==> config.mk <==
export PLATFORM = sky130hd
export DESIGN_NAME = strap_fsel_top
export DESIGN_NICKNAME = d
export VERILOG_FILES = /design/src/rtl/strap_fsel_pkg.sv /design/src/rtl/strap_rst_sync.sv /design/src/rtl/strap_latch.sv /design/src/rtl/strap_sel_stage.sv /design/src/rtl/strap_fsel_top.sv
export SDC_FILE = /design/constraint.sdc
export NUM_CORES = 1
export LEC_CHECK = 0
export BUFFER_PORTS_ARGS = -buffer_cell sky130_fd_sc_hd__buf_2
export CAP_MARGIN = 15
export CORE_MARGIN = 2
export CORE_UTILIZATION = 38
export CTS_CLUSTER_DIAMETER = 120
export CTS_CLUSTER_SIZE = 40
export DETAILED_ROUTE_END_ITERATION = 10
export PLACE_DENSITY_LB_ADDON = 0.2
export SYNTH_ARGS = -nofsm -noshare
export SYNTH_HDL_FRONTEND = slang
export SYNTH_SLANG_ARGS = --single-unit
==> constraint.sdc <==
create_clock -name clk -period 0.8 [get_ports clk]
set_input_delay 0.08 -clock clk [delete_from_list [all_inputs] [get_ports clk]]
set_output_delay 0.08 -clock clk [all_outputs]
set_load 0.005 [all_outputs]
==> src/rtl/strap_fsel_pkg.sv <==
package strap_fsel_pkg;
  localparam int STRAP_W = 5;
  localparam int FS_W    = 4;
  localparam int CTRL_W  = 8;
  // control byte field positions (decoded by the register file)
  localparam int C_HIZ   = 0;
  localparam int C_SSEN  = 1;
  localparam int C_FS3   = 2;
  localparam int C_SRC   = 3;
  localparam int C_FS0   = 4;
  localparam int C_FS1   = 5;
  localparam int C_FS2   = 6;
  localparam int C_SSDN  = 7;

  typedef struct packed {
    logic [FS_W-1:0] fsel;
    logic            ss_en;
    logic            ss_down;
    logic            hiz;
  } sel_out_t;
endpackage

==> src/rtl/strap_rst_sync.sv <==
module strap_rst_sync #(
  parameter int STAGES = 2
) (
  input  logic clk,
  input  logic arst_n,
  output logic srst_n
);
  logic [STAGES-1:0] chain_q;

  always_ff @(posedge clk or negedge arst_n) begin
    if (!arst_n) chain_q <= '0;
    else         chain_q <= {chain_q[STAGES-2:0], 1'b1};
  end

  assign srst_n = chain_q[STAGES-1];
endmodule

==> src/rtl/strap_latch.sv <==
module strap_latch #(
  parameter int W = 5
) (
  input  logic         clk,
  input  logic         rst_n,
  input  logic [W-1:0] pin_i,
  output logic [W-1:0] strap_q,
  output logic         captured_q,
  output logic [W-1:0] oe_o
);
  logic [W-1:0] strap_d;
  logic         cap_en;

  assign cap_en = ~captured_q;

  always_comb begin
    strap_d = strap_q;
    if (cap_en) strap_d = pin_i;
  end

  always_ff @(posedge clk or negedge rst_n) begin
    if (!rst_n) begin
      strap_q    <= '0;
      captured_q <= 1'b0;
    end else begin
      strap_q    <= strap_d;
      captured_q <= 1'b1;
    end
  end

  for (genvar i = 0; i < W; i++) begin : g_oe
    assign oe_o[i] = captured_q;
  end


  strap_frozen_chk: assert property (@(posedge clk) disable iff (!rst_n)
    captured_q |=> $stable(strap_q));

  single_capture_chk: assert property (@(posedge clk) disable iff (!rst_n)
    !captured_q |=> (captured_q && strap_q == $past(pin_i)));
endmodule

==> src/rtl/strap_sel_stage.sv <==
module strap_sel_stage
  import strap_fsel_pkg::*;
(
  input  logic              clk,
  input  logic              rst_n,
  input  logic              en_i,
  input  logic [CTRL_W-1:0] ctrl_i,
  input  logic [FS_W-1:0]   strap_fs_i,
  output sel_out_t          out_q
);
  sel_out_t out_d;
  logic [FS_W-1:0] sw_code;

  assign sw_code = {ctrl_i[C_FS3], ctrl_i[C_FS2], ctrl_i[C_FS1], ctrl_i[C_FS0]};

  always_comb begin
    out_d = out_q;
    if (en_i) begin
      out_d.fsel    = ctrl_i[C_SRC] ? sw_code : strap_fs_i;
      out_d.ss_en   = ctrl_i[C_SSEN];
      out_d.ss_down = ctrl_i[C_SSDN];
      out_d.hiz     = ctrl_i[C_HIZ];
    end
  end

  always_ff @(posedge clk or negedge rst_n) begin
    if (!rst_n) out_q <= '0;
    else        out_q <= out_d;
  end


  strap_path_chk: assert property (@(posedge clk) disable iff (!rst_n)
    (en_i && !ctrl_i[C_SRC]) |=> out_q.fsel == $past(strap_fs_i));

  ss_follow_chk: assert property (@(posedge clk) disable iff (!rst_n)
    en_i |=> out_q.ss_en == $past(ctrl_i[C_SSEN]));

  hiz_follow_chk: assert property (@(posedge clk) disable iff (!rst_n)
    en_i |=> out_q.hiz == $past(ctrl_i[C_HIZ]));

  hold_idle_chk: assert property (@(posedge clk) disable iff (!rst_n)
    !en_i |=> $stable(out_q));
endmodule

==> src/rtl/strap_fsel_top.sv <==
module strap_fsel_top
  import strap_fsel_pkg::*;
(
  input  logic               clk,
  input  logic               rst_n,
  input  logic [STRAP_W-1:0] strap_pin_i,
  input  logic [CTRL_W-1:0]  ctrl_i,
  output logic [STRAP_W-1:0] pin_oe_o,
  output logic [FS_W-1:0]    fsel_o,
  output logic               ss_en_o,
  output logic               ss_down_o,
  output logic               out_hiz_o,
  output logic [STRAP_W-1:0] strap_rb_o
);
  logic               srst_n;
  logic [STRAP_W-1:0] strap_q;
  logic               captured;
  sel_out_t           sel_q;

  strap_rst_sync #(.STAGES(2)) u_rst_sync (
    .clk    (clk),
    .arst_n (rst_n),
    .srst_n (srst_n)
  );

  strap_latch #(.W(STRAP_W)) u_latch (
    .clk        (clk),
    .rst_n      (srst_n),
    .pin_i      (strap_pin_i),
    .strap_q    (strap_q),
    .captured_q (captured),
    .oe_o       (pin_oe_o)
  );

  strap_sel_stage u_sel (
    .clk        (clk),
    .rst_n      (srst_n),
    .en_i       (captured),
    .ctrl_i     (ctrl_i),
    .strap_fs_i (strap_q[FS_W-1:0]),
    .out_q      (sel_q)
  );

  assign fsel_o     = sel_q.fsel;
  assign ss_en_o    = sel_q.ss_en;
  assign ss_down_o  = sel_q.ss_down;
  assign out_hiz_o  = sel_q.hiz;
  assign strap_rb_o = strap_q;


  always @(posedge clk) begin
    if (!rst_n) begin
      reset_quiet_chk: assert (pin_oe_o == '0 && strap_rb_o == '0 && fsel_o == '0);
    end
  end

  down_follow_chk: assert property (@(posedge clk) disable iff (!srst_n)
    captured |=> ss_down_o == $past(ctrl_i[C_SSDN]));

  sw_code_chk: assert property (@(posedge clk) disable iff (!srst_n)
    (captured && ctrl_i[C_SRC]) |=>
      fsel_o == {$past(ctrl_i[C_FS3]), $past(ctrl_i[C_FS2]),
                 $past(ctrl_i[C_FS1]), $past(ctrl_i[C_FS0])});
endmodule

==> qor.yml <==
placed_cells: 90
design.core.area_um2: 1520
fp-row-count: 14
start_kind: "flip-flop"
synthCells: 44
post-route-util_pct: 57.6
start_util_pct: 40.7
fmax_mhz: 983
ir_drop_v: 0.00103
yosys_warnings: 0
yosysTopAreaCell: "dfrtp_1"
syn_area_per_cell_um2: 14.1
clkTransAtPathRegs_ps: 80
hold_viol: 0
track_usage_pct: 13.2
firstDrtPassIters: 4
status: "finished with violations"
drc_errors: 0
cts_tree: "built"
die_h_um: 44.4
syn_to_final_growth_pct: 41.3
p_per_area_nw_per_um2: 1830
grt_pass1_wl_um: 1800
drtIter0Drc: 7
hold_path_class: "input pin to flip-flop"
clock-sinks: 15
max_cap_viol_count: 0
synth.yosys.seq_area_share_pct: 60.5
crit_buf_inv: 2
final.setup.worst_slack_ps: -217
cp_data_arrival_time_ps: 940
die_area_um2: 1970
vias: 462
drive_gt1_share_pct: 63.5
dp_hpwl_um: 907
finClkSkew_ps: 2.20
numCtsBuffers: 3
setup_viol: 29
wl_per_cell_um: 11.9
grt_pass1_vias: 430
avgViaCountPerCell: 4.57
portBuffers: 31
antenna_found_initial: 0
syn_area_um2: 621
diodes: 0
die_w_um: 44.4
final_cell_area_um2: 877
cp-end-kind: "output pin"
hold_slack_ps: 35.9
crit_family: "flip-flops"
clock_path_buffers: 2
path_class: "flip-flop to output pin"
yosysTopAreaCellShare_pct: 60.5
period_minus_slack_ps: 1020
p_total_w: 0.00161
worst_path_max_delay_cell: "dfrtp_1"
crit_required_ps: 720
grt_overflow: 0
grt_start_max_net_pins: 9
worstPathCellList: "buf_6, buf_2"
h-tree-depth: 1
crit_fanout: 5
rsz0062_at_grt: "true"
ant_nets: 0
final_max_slew_viol_count: 0
critical_path.max_stage_delay_ps: 410
synth-seq-cells: 15
clkLatencyLatePin_ps: 270
gp_congestion: 0.682
ctsRootBufferMaster: "clkbuf_4"
nets: 101
ys_top_cells_by_area: "dfrtp_1, mux2_2, mux2i_1, buf_4, mux2_4"
period_share_pct: 127
failed_checks: "setup timing"
leakage_nw: 0.459
drt_wl_total_um: 1200
instances_no_fill: 101
synth_cell_types: 11
dpl_cell_area_um2: 776
num_io_pins: 32
==> worst reg2reg max path, delay by kind of cell (launching register included) <==
| family | cells | cell delay [ps] |
|---|---|---|
| flip-flops | 1 | 390 |
| multiplexers | 1 | 340 |
| buffers and inverters | 1 | 180 |
==> Yosys cell counts <==
cell type,number
a21oi_1,4
buf_4,5
buf_6,1
buf_8,1
clkbuf_2,1
conb_1,1
dfrtp_1,15
mux2_2,6
mux2_4,2
mux2i_1,4
nor2_1,4
==> layout by cell type (no fill, tap or decap), drive strengths merged <==
| cell | count |
|---|---|
| dlygate4sd3 | 1 |
| a21oi | 4 |
| clkbuf | 4 |
| nor2 | 4 |
| mux2 | 8 |
| dfrtp | 15 |
| mux2i | 4 |
| conb | 2 |
| buf | 43 |
==> kinds of logic (layout without fill, tap and decap cells) <==
group / after synthesis / count (layout) / synth area share (%)
AO/OA/AOI/OAI: 4 / 4 / 3.23
AND/OR/NAND/NOR: 4 / 4 / 2.42
multiplexers: 12 / 12 / 22.2
buffers and inverters: 8 / 48 / 11.1
other: 1 / 2 / 0.604
flip-flops: 15 / 15 / 60.5
==> what timing repair did <==
| item | 4_1_cts | 5_1_grt |
|---|---|---|
| resized for setup | 1 | 3 |
| buffers inserted | 3 | 2 |
| hold buffers | 1 | 0 |
| endpoints found under the hold margin | 2 | 0 |
| setup endpoints to repair | 29 | 29 |
| gates cloned | 1 | 0 |
==> report_power, final <==
| group | internal, W | leakage [nW] | switching (W) | total, W |
|---|---|---|---|---|
| registers | 0.000830 | 0.173 | 0.0000396 | 0.000870 |
| logic | 0.000203 | 0.272 | 0.000120 | 0.000323 |
| clock network | 0.000193 | 0.0150 | 0.000223 | 0.000416 |
==> metrics by stage <==
| stage | TNS, ps | worst slack, ps |
|---|---|---|
| 6_report | -4100 | -217 |
| 5_1_grt | -5360 | -260 |
| 4_1_cts | -4430 | -224 |
| 3_5_place_dp | -1730 | -164 |
| 3_3_place_gp | -1450 | -137 |
| 2_1_floorplan | -2170 | -285 |
==> per-layer routing <==
metal	wire length (um)	vias to the layer above	global-route usage, %
li1	-	220	-
met1	503	216	17.2
met2	596	22	20.0
met3	76	4	3.67
met4	20	0	7.27
met5	0	-	0
==> sequential cells by signal (all words and copies together) (netlist names) <==
register and flops:
u_latch.strap_q 5, u_rst_sync.chain_q 2, u_latch.captured_q 1, u_sel.out_q 7
==> layout make-up <==
type	instances	area, um2
multi-input cells	22	180
well taps	16	20.0
flip-flops and latches	15	375
clock buffers	4	26.3
repair buffers	44	275
fillers	131	647
==> final timing paths <==
| check | start | endpoint | slack, ps | depth (start not counted) |
|---|---|---|---|---|
| max in group asynchronous | u_rst_sync.chain_q[1] | u_latch.strap_q[4] | 480 | 1 |
| max reg2reg | u_latch.captured_q | u_latch.strap_q[1] | -210 | 2 |
| min reg2reg | u_rst_sync.chain_q[1] | u_sel.out_q[6] | 180 | 1 |
| min | strap_pin_i[4] | u_latch.strap_q[4] | 40 | 2 |
| max | u_latch.captured_q | pin_oe_o[3] | -220 | 2 |
| min in group asynchronous | rst_n | u_rst_sync.chain_q[1] | 100 | 2 |
Note: power is estimated with default switching activity, not from simulation.
